--- config.mk ---
export PLATFORM = sky130hd
export DESIGN_NAME = frame_lock_rx
export DESIGN_NICKNAME = d
export VERILOG_FILES = /design/src/rtl/frx_pkg.sv /design/src/rtl/frx_run_meter.sv /design/src/rtl/frx_framer.sv /design/src/rtl/frame_lock_rx.sv
export SDC_FILE = /design/constraint.sdc
export NUM_CORES = 1
export LEC_CHECK = 0
export ABC_AREA = 1
export BUFFER_PORTS_ARGS = -buffer_cell sky130_fd_sc_hd__clkbuf_2
export CORE_ASPECT_RATIO = 1.1
export CORE_MARGIN = 2
export CORE_UTILIZATION = 60
export CTS_CLUSTER_SIZE = 40
export DETAILED_ROUTE_END_ITERATION = 6
export PLACE_DENSITY = 0.84
export SYNTH_ARGS = -nofsm -noshare
export SYNTH_HDL_FRONTEND = slang
export SYNTH_SLANG_ARGS = --single-unit
--- constraint.sdc ---
create_clock -name clk -period 2.3 [get_ports clk]
set_input_delay 0.345 -clock clk [delete_from_list [all_inputs] [get_ports clk]]
set_output_delay 0.345 -clock clk [all_outputs]
set_load 0.02 [all_outputs]
--- src/rtl/frx_pkg.sv ---
package frx_pkg;

  // Phase of the run-length meter while hunting for training
  typedef enum logic [1:0] {
    RUN_IDLE  = 2'd0,
    RUN_ONES  = 2'd1,
    RUN_ZEROS = 2'd2
  } run_phase_e;

  // Link state seen by the transmitter
  typedef enum logic {
    LK_HUNT   = 1'b0,
    LK_LOCKED = 1'b1
  } lock_state_e;

endpackage

--- src/rtl/frx_run_meter.sv ---
module frx_run_meter #(
  parameter int RUN_MAX = 16
) (
  input  logic clk,
  input  logic rst_n,
  input  logic hunt_en,
  input  logic bit_in,
  output logic period_end,
  output logic period_bal
);
  import frx_pkg::*;

  localparam int RUN_W = $clog2(RUN_MAX + 1);
  localparam logic [RUN_W-1:0] RUN_SAT = RUN_W'(RUN_MAX);

  run_phase_e       phase_q, phase_d;
  logic [RUN_W-1:0] ones_q, ones_d;
  logic [RUN_W-1:0] zeros_q, zeros_d;

  function automatic logic [RUN_W-1:0] sat_inc(input logic [RUN_W-1:0] v);
    return (v == RUN_SAT) ? v : v + RUN_W'(1);
  endfunction

  // A period closes on the first 1 after its zero run
  always_comb begin
    period_end = hunt_en && (phase_q == RUN_ZEROS) && bit_in;
    period_bal = period_end && (ones_q == zeros_q) && (ones_q != RUN_SAT);
  end

  always_comb begin
    phase_d = phase_q;
    ones_d  = ones_q;
    zeros_d = zeros_q;
    if (!hunt_en) begin
      phase_d = RUN_IDLE;
      ones_d  = '0;
      zeros_d = '0;
    end else begin
      unique case (phase_q)
        RUN_IDLE: begin
          if (bit_in) begin
            phase_d = RUN_ONES;
            ones_d  = RUN_W'(1);
          end
        end
        RUN_ONES: begin
          if (bit_in) begin
            ones_d = sat_inc(ones_q);
          end else begin
            phase_d = RUN_ZEROS;
            zeros_d = RUN_W'(1);
          end
        end
        RUN_ZEROS: begin
          if (bit_in) begin
            phase_d = RUN_ONES;
            ones_d  = RUN_W'(1);
            zeros_d = '0;
          end else begin
            zeros_d = sat_inc(zeros_q);
          end
        end
        default: phase_d = RUN_IDLE;
      endcase
    end
  end

  always_ff @(posedge clk or negedge rst_n) begin
    if (!rst_n) begin
      phase_q <= RUN_IDLE;
      ones_q  <= '0;
      zeros_q <= '0;
    end else begin
      phase_q <= phase_d;
      ones_q  <= ones_d;
      zeros_q <= zeros_d;
    end
  end


  run_cnt_bound_chk: assert property (@(posedge clk) disable iff (!rst_n)
    (ones_q <= RUN_SAT) && (zeros_q <= RUN_SAT));


  zero_run_origin_chk: assert property (@(posedge clk) disable iff (!rst_n)
    (phase_q == RUN_ZEROS) |-> (ones_q != '0));

endmodule

--- src/rtl/frx_framer.sv ---
module frx_framer #(
  parameter int DATA_W = 8
) (
  input  logic              clk,
  input  logic              rst_n,
  input  logic              frame_en,
  input  logic              bit_in,
  output logic              frame_fail,
  output logic [DATA_W-1:0] word_o,
  output logic              word_vld_o
);

  localparam int IDX_W = $clog2(DATA_W + 2);
  localparam logic [IDX_W-1:0] STOP_IDX = IDX_W'(DATA_W + 1);

  logic [IDX_W-1:0]  idx_q, idx_d;
  logic [DATA_W-1:0] shreg_q, shreg_d;
  logic [DATA_W-1:0] word_q, word_d;
  logic              vld_q, vld_d;
  logic              at_start, at_stop, stop_ok;

  always_comb begin
    at_start   = (idx_q == '0);
    at_stop    = (idx_q == STOP_IDX);
    frame_fail = frame_en && ((at_start && !bit_in) || (at_stop && bit_in));
    stop_ok    = frame_en && at_stop && !bit_in;

    // Out of lock the next bit is the first payload bit
    if (!frame_en)    idx_d = IDX_W'(1);
    else if (at_stop) idx_d = '0;
    else              idx_d = idx_q + IDX_W'(1);

    shreg_d = shreg_q;
    if (frame_en && !at_start && !at_stop)
      shreg_d = {shreg_q[DATA_W-2:0], bit_in};

    word_d = stop_ok ? shreg_q : word_q;
    vld_d  = stop_ok;
  end

  always_ff @(posedge clk or negedge rst_n) begin
    if (!rst_n) begin
      idx_q   <= IDX_W'(1);
      shreg_q <= '0;
      word_q  <= '0;
      vld_q   <= 1'b0;
    end else begin
      idx_q   <= idx_d;
      shreg_q <= shreg_d;
      word_q  <= word_d;
      vld_q   <= vld_d;
    end
  end

  assign word_o     = word_q;
  assign word_vld_o = vld_q;


  idx_range_chk: assert property (@(posedge clk) disable iff (!rst_n)
    idx_q <= STOP_IDX);


  vld_single_chk: assert property (@(posedge clk) disable iff (!rst_n)
    vld_q |=> !vld_q);

endmodule

--- src/rtl/frame_lock_rx.sv ---
module frame_lock_rx #(
  parameter int DATA_W       = 8,
  parameter int SYNC_PERIODS = 4,
  parameter int RUN_MAX      = 16
) (
  input  logic              clk,
  input  logic              rst_n,
  input  logic              ser_in,
  output logic              lock_o,
  output logic [DATA_W-1:0] word_o,
  output logic              word_vld_o,
  output logic              frame_err_o
);
  import frx_pkg::*;

  localparam int BAL_W = $clog2(SYNC_PERIODS + 1);
  localparam logic [BAL_W-1:0] BAL_LAST = BAL_W'(SYNC_PERIODS - 1);

  logic [1:0]       rst_pipe_q;
  logic             rst_n_int;
  lock_state_e      state_q, state_d;
  logic [BAL_W-1:0] bal_q, bal_d;
  logic             ferr_q, ferr_d;
  logic             per_end, per_bal, frame_fail;
  logic             hunt_en, frame_en;

  // Reset asserts at once and releases on the clock
  always_ff @(posedge clk or negedge rst_n) begin
    if (!rst_n) rst_pipe_q <= 2'b00;
    else        rst_pipe_q <= {rst_pipe_q[0], 1'b1};
  end
  assign rst_n_int = rst_pipe_q[1];

  assign hunt_en  = (state_q == LK_HUNT);
  assign frame_en = (state_q == LK_LOCKED);

  frx_run_meter #(.RUN_MAX(RUN_MAX)) u_run_meter (
    .clk        (clk),
    .rst_n      (rst_n_int),
    .hunt_en    (hunt_en),
    .bit_in     (ser_in),
    .period_end (per_end),
    .period_bal (per_bal)
  );

  frx_framer #(.DATA_W(DATA_W)) u_framer (
    .clk        (clk),
    .rst_n      (rst_n_int),
    .frame_en   (frame_en),
    .bit_in     (ser_in),
    .frame_fail (frame_fail),
    .word_o     (word_o),
    .word_vld_o (word_vld_o)
  );

  always_comb begin
    state_d = state_q;
    bal_d   = bal_q;
    ferr_d  = frame_fail;
    unique case (state_q)
      LK_HUNT: begin
        if (per_end) begin
          if (!per_bal) begin
            bal_d = '0;
          end else if (bal_q == BAL_LAST) begin
            state_d = LK_LOCKED;
            bal_d   = '0;
          end else begin
            bal_d = bal_q + BAL_W'(1);
          end
        end
      end
      LK_LOCKED: begin
        if (frame_fail) begin
          state_d = LK_HUNT;
          bal_d   = '0;
        end
      end
      default: state_d = LK_HUNT;
    endcase
  end

  always_ff @(posedge clk or negedge rst_n_int) begin
    if (!rst_n_int) begin
      state_q <= LK_HUNT;
      bal_q   <= '0;
      ferr_q  <= 1'b0;
    end else begin
      state_q <= state_d;
      bal_q   <= bal_d;
      ferr_q  <= ferr_d;
    end
  end

  assign lock_o      = frame_en;
  assign frame_err_o = ferr_q;


  lock_entry_chk: assert property (@(posedge clk) disable iff (!rst_n_int)
    $rose(lock_o) |-> $past(per_bal));


  ferr_unlock_chk: assert property (@(posedge clk) disable iff (!rst_n_int)
    frame_err_o |-> !lock_o);


  vld_in_lock_chk: assert property (@(posedge clk) disable iff (!rst_n_int)
    word_vld_o |-> (lock_o && !frame_err_o));


  ferr_pulse_chk: assert property (@(posedge clk) disable iff (!rst_n_int)
    frame_err_o |=> !frame_err_o);


  count_clear_chk: assert property (@(posedge clk) disable iff (!rst_n_int)
    lock_o |-> (bal_q == '0));

endmodule

==> flow_summary.yaml, run 1 <==
clock_network:
  clk_pin_slew_ps: 120
  buffers_from_clock_root_to_sink_at_most: 2
  clock-root-buffer: "sky130_fd_sc_hd__clkbuf_4"
  clock_insertion_delay_worst_skew_ps: 360
  postCtsResizedCells: 0
  clkSinkCount: 40
  numCtsBuffers: 5
  htreeDepth: 2
  tritoncts: "done"
sta:
  maxSlewViolCount: 0
  tns_ps: 0
  post-route-period-util_pct: 68.3
  rsz0062_at_grt: "false"
  post-route-min-period_ps: 1570
  final-hold-violation-count: 0
  max_clock_freq_mhz: 637
  fin_skew_ps: 12.7
  setup_violations: 0
  worst_hold_slack_ps: 182
yosys:
  synthesis.instances: 233
  synth_top_cell_area_share_pct: 49.1
  yosysSeqAreaShare_pct: 50.5
  synth.area.top_cells: "sky130_fd_sc_hd__dfrtp_1, sky130_fd_sc_hd__nand2_1, sky130_fd_sc_hd__inv_1, sky130_fd_sc_hd__nand3_1, sky130_fd_sc_hd__o21ai_0"
  postSynthAreaPerCell_um2: 8.52
  post_synth_num_cell_types: 26
  ys_seq_elements: 40
  synthesis.area_um2: 1990
  synth_area_leader_cell: "sky130_fd_sc_hd__dfrtp_1"
  yosys_warnings: 0
  synth_nets: 241
die:
  io_pins: 14
  placement_row_count: 21
  design.die.area_um2: 3790
  effective_utilization_at_floorplan_pct: 64.0
  core_box_area_um2: 3100
  dieHeight_um: 64.3
  die-width_um: 58.9
routing:
  drtPass1Iterations: 6
  post-route-drc-count: 2
  initialDrtViolationCount: 73
  ant_nets: 0
  post_drt_wl_per_cell_um: 12.3
  dr_total_vias: 1531
  routed_wl_um: 3520
  route.detailed.vias_per_inst: 5.35
global_routing:
  grt_first_pass_wirelength_um: 6120
  grt_pass1_vias: 1454
  grt_start_max_net_pins: 29
  global_route.usage.total_pct: 21.3
  grt_overflow_total: 0
  number_of_antenna_violations_at_the_first_check_in_global_routing: 0
final_layout:
  proportion_of_layout_cells_with_a_drive_suffix_above_1_pct: 16.7
  finalCoreUtilization_pct: 69.5
  post_layout_nonfiller_instances: 286
  postLayoutCellArea_um2: 2160
  antenna_diode_count: 0
  final_nets: 259
  flow.area_growth_from_synthesis_pct: 8.57
placement:
  port-buffer-count: 13
  postPlaceCellArea_um2: 2060
  hpwlAfterDp_um: 2560
  place.gp.congestion: 0.892
  dp.cells: 277
worst_hold_path:
  worstHoldPathType: "register to asynchronous set/reset pin"
worst_setup_path:
  worst_ep_arrival_time_ps: 1230
  critical_path.max_stage_delay_ps: 630
  setup_crit_end_kind: "primary output"
  crit_chain: "clkbuf_2"
  cp.buffers_inverters: 1
  slowest_cell_on_crit_path: "sky130_fd_sc_hd__dfrtp_1"
  r2r_slack_ps: 840
  cp-start-kind: "register"
  crit_required_ps: 1960
  critPathMaxFanout: 11
  setup.worst_path.class: "register to primary output"
  cpLargestDelayFamily: "flip-flops"
status:
  failed_checks: "DRC"
  run_status: "complete, but fails checks"
run:
  cap_violations: 0
power_and_ir_drop:
  power.ir.vdd_worst_mv: 0.473
  power.static_leakage_uw: 0.00107
  power-per-cell-area_nw_per_um2: 785
==> final timing paths <==
check	from	depth (start not counted)	to
max	lock_o	1	lock_o
max reg2reg	lock_o	5	u_framer.shreg_q[2]
min reg2reg	rst_pipe_q[1]	0	bal_q[0]
min in group clk	ser_in	4	u_run_meter.zeros_q[3]
max in group asynchronous	rst_pipe_q[1]	1	u_framer.idx_q[0]
min	rst_pipe_q[1]	0	bal_q[0]
==> cells by family (layout without fill, tap and decap cells) <==
logic type,count (synthesis),after routing,synth area share [%]
buffers and inverters,36,55,8.00
other,1,1,0.189
and+or+nand+nor,115,115,26.9
xor gates and xnor gates,4,4,1.76
AOI/OAI and AO/OA,32,32,9.52
adders and majority gates,5,5,3.15
DFF,40,40,50.5
==> Yosys cell counts <==
master                     count
sky130_fd_sc_hd__dfstp_2       1
sky130_fd_sc_hd__nor2_2        3
sky130_fd_sc_hd__nand2_4       1
sky130_fd_sc_hd__ha_1          5
sky130_fd_sc_hd__a21oi_1       4
sky130_fd_sc_hd__xnor2_1       2
sky130_fd_sc_hd__xor2_1        2
sky130_fd_sc_hd__conb_1        1
sky130_fd_sc_hd__or2_2         1
sky130_fd_sc_hd__inv_1        29
sky130_fd_sc_hd__nor2_1       15
sky130_fd_sc_hd__nand2_2       2
sky130_fd_sc_hd__buf_6         3
sky130_fd_sc_hd__inv_2         3
sky130_fd_sc_hd__nand3_4       1
sky130_fd_sc_hd__buf_2         1
sky130_fd_sc_hd__nor3_4        1
sky130_fd_sc_hd__nand2_1      59
sky130_fd_sc_hd__o21ai_2       7
sky130_fd_sc_hd__nor3_1        2
sky130_fd_sc_hd__o21ai_0      16
sky130_fd_sc_hd__o21bai_1      1
sky130_fd_sc_hd__dfrtp_1      39
sky130_fd_sc_hd__nand4_1      11
sky130_fd_sc_hd__o21ai_1       4
sky130_fd_sc_hd__nand3_1      19
==> timing repair <==
item / in CTS / in global routing
hold endpoints to repair: 2 / 0
setup buffers: 0 / 0
hold buffers: 1 / 0
==> metal layers <==
layer / vias up / routed length, um / track usage (%) / share of wire, %
met1: 718 / 1670 / 26.5 / 47
met3: 4 / 113 / 4.86 / 3.2
met4: 0 / 48 / 8.52 / 1.4
li1: 784 / - / - / -
met5: - / 0 / 0 / 0
met2: 25 / 1690 / 35.3 / 48
==> cells in the final DEF, fill, tap and decap left out, types with 4 or more instances in the layout <==
cell,count
sky130_fd_sc_hd__a21oi_1,4
sky130_fd_sc_hd__clkbuf_2,13
sky130_fd_sc_hd__clkbuf_4,5
sky130_fd_sc_hd__dfrtp_1,39
sky130_fd_sc_hd__ha_1,5
sky130_fd_sc_hd__inv_1,29
sky130_fd_sc_hd__nand2_1,59
sky130_fd_sc_hd__nand3_1,19
sky130_fd_sc_hd__nand4_1,11
sky130_fd_sc_hd__nor2_1,15
sky130_fd_sc_hd__o21ai_0,16
sky130_fd_sc_hd__o21ai_1,4
sky130_fd_sc_hd__o21ai_2,7
==> final cells by class <==
class	instances	area, um^2
Fill cell	232	945
Clock inverter	3	46.3
Timing Repair Buffer	15	82.6
Clock buffer	5	37.5
Sequential cell	40	1000
Multi-Input combinational cell	157	825
Inverter	32	120
Tap cell	34	42.5
==> power breakdown <==
part           total (uW)  switching, uW  internal, uW
Combinational         336            214           123
Sequential            878           99.3           779
Clock                 479            247           232
==> metrics by stage <==
step	worst slack [ps]	total power, uW
after global placement	890	1220
after floorplan	1000	1150
after detailed placement	864	1220
after CTS	724	1700
final	729	1690
after global routing	658	1810
==> state kept, by name, summed over array words and instances (netlist names), 2 cells and up <==
register	flops
bal_q	3
rst_pipe_q	2
u_framer.idx_q	4
u_framer.shreg_q	8
u_framer.word_o	8
u_run_meter.ones_q	5
u_run_meter.phase_q	2
u_run_meter.zeros_q	5
Note: power is estimated with default switching activity, not from simulation.
==> run 2, diff against run 1 <==
--- a/config.mk
+++ b/config.mk
@@ -5,14 +5,14 @@
 export SDC_FILE = /design/constraint.sdc
 export NUM_CORES = 1
 export LEC_CHECK = 0
-export ABC_AREA = 1
+export ABC_AREA = 0
 export BUFFER_PORTS_ARGS = -buffer_cell sky130_fd_sc_hd__clkbuf_2
 export CORE_ASPECT_RATIO = 1.1
 export CORE_MARGIN = 2
-export CORE_UTILIZATION = 60
+export CORE_UTILIZATION = 59
 export CTS_CLUSTER_SIZE = 40
 export DETAILED_ROUTE_END_ITERATION = 6
-export PLACE_DENSITY = 0.84
+export PLACE_DENSITY = 0.83
 export SYNTH_ARGS = -nofsm -noshare
 export SYNTH_HDL_FRONTEND = slang
 export SYNTH_SLANG_ARGS = --single-unit
==> constraint.sdc (replaced) <==
create_clock -name clk -period 1.55 [get_ports clk]
set_input_delay 0.2325 -clock clk [delete_from_list [all_inputs] [get_ports clk]]
set_output_delay 0.2325 -clock clk [all_outputs]
set_load 0.02 [all_outputs]
==> run 2 against run 1 <==
The flow finishes with violations (DRC, setup timing). Design area up 20%. Clock-buffer cell count increased by 2. Power grew 50%. Highest routed layer unchanged.
==> flow_summary.yaml, run 2 <==
status:
  run_status: "complete, but fails checks"
  failed_checks: "DRC, setup timing"
die:
  design.die.area_um2: 3790
  dieHeight_um: 64.4
  io_pins: 14
  die-width_um: 58.9
  core_box_area_um2: 3100
  placement_row_count: 21
  effective_utilization_at_floorplan_pct: 63.1
power_and_ir_drop:
  power.static_leakage_uw: 0.00126
  power-per-cell-area_nw_per_um2: 979
  power.ir.vdd_worst_mv: 0.727
final_layout:
  commonest_cells_after_routing_fill_and_taps_aside: "sky130_fd_sc_hd__dfrtp_1, sky130_fd_sc_hd__buf_4, sky130_fd_sc_hd__clkbuf_2"
  proportion_of_layout_cells_with_a_drive_suffix_above_1_pct: 50.9
  final_nets: 227
  flow.area_growth_from_synthesis_pct: 32.8
  layout_commonest_cell: "sky130_fd_sc_hd__dfrtp_1"
  antenna_diode_count: 0
worst_setup_path:
  worst_ep_arrival_time_ps: 1890
  worst_r2r_endpoint: "u_framer.word_o[5]"
  worstReg2RegStart: "u_framer.idx_q[2]"
  setup_crit_end_kind: "register"
  setup_crit_end: "u_framer.word_o[5]"
  crit_required_ps: 1790
  startpoint: "u_framer.idx_q[2]"
  r2r_slack_ps: -100
  setup.worst_path.class: "register to register"
  critPathMaxFanout: 5
  cp-start-kind: "register"
  timing.reg2reg.worst_path_depth: 4
sta:
  maxSlewViolCount: 0
  tns_ps: -1270
  rsz0062_at_grt: "true"
  worst_hold_slack_ps: 154
  post-route-min-period_ps: 1650
  worst_slew_pin_slew_ps: 582
  setup_violations: 23
  maxSlewHeadroom_pct: 60.8
  final-hold-violation-count: 0
  post-route-period-util_pct: 106
  max_clock_freq_mhz: 606
  fin_skew_ps: 21.5
  post-route-worst-setup-slack_ps: -101
routing:
  met2_wirelength_um: 2630
  post-route-drc-count: 1
  top_layer_used: "met4"
  dr_total_vias: 1563
  routed_wl_um: 4960
  drtPass1Iterations: 6
  post_drt_wl_per_cell_um: 19.5
  ant_nets: 0
  route.detailed.vias_per_inst: 6.15
  met3WireLength_um: 268
  initialDrtViolationCount: 85
  drt-met1-wl_um: 1880
clock_network:
  clk_pin_slew_ps: 130
  buffers_from_clock_root_to_sink_at_most: 2
  htreeDepth: 2
  clock_insertion_delay_worst_skew_ps: 370
  clkSinkCount: 40
  clock-root-buffer: "sky130_fd_sc_hd__clkbuf_4"
  numCtsBuffers: 5
  tritoncts: "done"
global_routing:
  grt_overflow_total: 0
  global_route.usage.total_pct: 27.0
  number_of_antenna_violations_at_the_first_check_in_global_routing: 0
  grt_pass1_vias: 1582
  grt_start_max_net_pins: 30
  grt_first_pass_wirelength_um: 7490
yosys:
  yosysSeqAreaShare_pct: 51.2
  post_synth_num_cell_types: 42
  primary_ff_master_synth: "sky130_fd_sc_hd__dfrtp_1"
  postSynthAreaPerCell_um2: 11.7
  ys_seq_elements: 40
  synth_nets: 175
  yosys_warnings: 0
  synthTopCellsByCount: "sky130_fd_sc_hd__dfrtp_1, sky130_fd_sc_hd__inv_1, sky130_fd_sc_hd__o21ai_0, sky130_fd_sc_hd__nand2_1"
  synth_area_leader_cell: "sky130_fd_sc_hd__dfrtp_1"
  synth_top_cell_area_share_pct: 49.9
  most_repeated_cell_in_the_gate_level_netlist_after_synthesis: "sky130_fd_sc_hd__dfrtp_1"
  synth_enable_flop_cells: 0
  async_reset_ff_share_pct: 100
  synthesis.instances: 167
  synthesis.area_um2: 1960
  synth.area.top_cells: "sky130_fd_sc_hd__dfrtp_1, sky130_fd_sc_hd__mux2_4, sky130_fd_sc_hd__mux2_2, sky130_fd_sc_hd__ha_1, sky130_fd_sc_hd__o21ai_0"
placement:
  port-buffer-count: 13
  hpwlAfterDp_um: 3030
  place.gp.congestion: 0.797
worst_hold_path:
  worstHoldPathType: "input pin to asynchronous set/reset pin"
run:
  cap_violations: 0
-- run 2: logic make-up after synthesis --
logic type / Yosys count / synth area share (%)
xor+xnor: 8 / 3.58
compound gates: 34 / 13.2
mux: 15 / 10.2
fa+ha+maj: 5 / 3.20
buf+inv: 18 / 4.48
simple gates: 46 / 13.9
other cells: 1 / 0.192
flops: 40 / 51.2
-- run 2: power breakdown --
group	leakage [uW]	total, uW	internal, uW	switching (uW)
Combinational	0.000675	582	289	292
Clock	0.0000515	790	428	362
Sequential	0.000532	1170	1110	59.1
-- run 2: what timing repair did --
item | in CTS | in global routing
pin swaps | 9 | 13
hold buffers | 1 | 0
endpoints found under the hold margin | 2 | 0
gates cloned | 1 | 0
buffers inserted | 5 | 4
setup endpoints to repair | 21 | 28
resized for setup | 9 | 31
-- run 2: worst min path at each step --
stage,startpoint,depth (start not counted),endpoint,slack (ps)
floorplan,rst_n,0,rst_pipe_q[0],-60
global placement,rst_n,1,rst_pipe_q[1],20
detailed placement,rst_n,1,rst_pipe_q[1],20
CTS,rst_n,2,rst_pipe_q[0],160
global route,rst_n,2,rst_pipe_q[0],160
finish,rst_n,2,rst_pipe_q[0],150
-- run 2: routing by layer --
layer  up-vias  GRT usage (%)
li1        696              -
met1       778           30.3
met2        70           46.5
met3        19           7.29
met4         0           12.2
met5         -              0
-- run 2: critical path, stage by stage (launching register included) --
cell and delay, ps:
sky130_fd_sc_hd__dfrtp_1 410, sky130_fd_sc_hd__nand2b_4 160, sky130_fd_sc_hd__or4_4 510, sky130_fd_sc_hd__buf_6 160, sky130_fd_sc_hd__mux2_4 300
-- run 2: layout make-up --
type | instances | area [um^2]
Clock buffer | 7 | 65.1
Timing Repair Buffer | 51 | 397
Inverter | 12 | 45.0
Tap cell | 34 | 42.5
Clock inverter | 1 | 30.0
Multi-Input combinational cell | 109 | 1010
Sequential cell | 40 | 1000
Fill cell | 158 | 503
-- run 2: metrics by stage --
step | power [uW] | util (%) | worst slack [ps] | instances | instance area [um^2]
3_3_place_gp | 1570 | 73.0 | -38.8 | 235 | 2260
5_1_grt | 2640 | 83.8 | -116 | 254 | 2600
6_report | 2540 | 83.8 | -101 | 254 | 2600
3_5_place_dp | 1610 | 73.0 | -97.3 | 235 | 2260
4_1_cts | 2390 | 78.8 | -71.4 | 250 | 2440
2_1_floorplan | 1440 | - | -101 | 167 | 1980
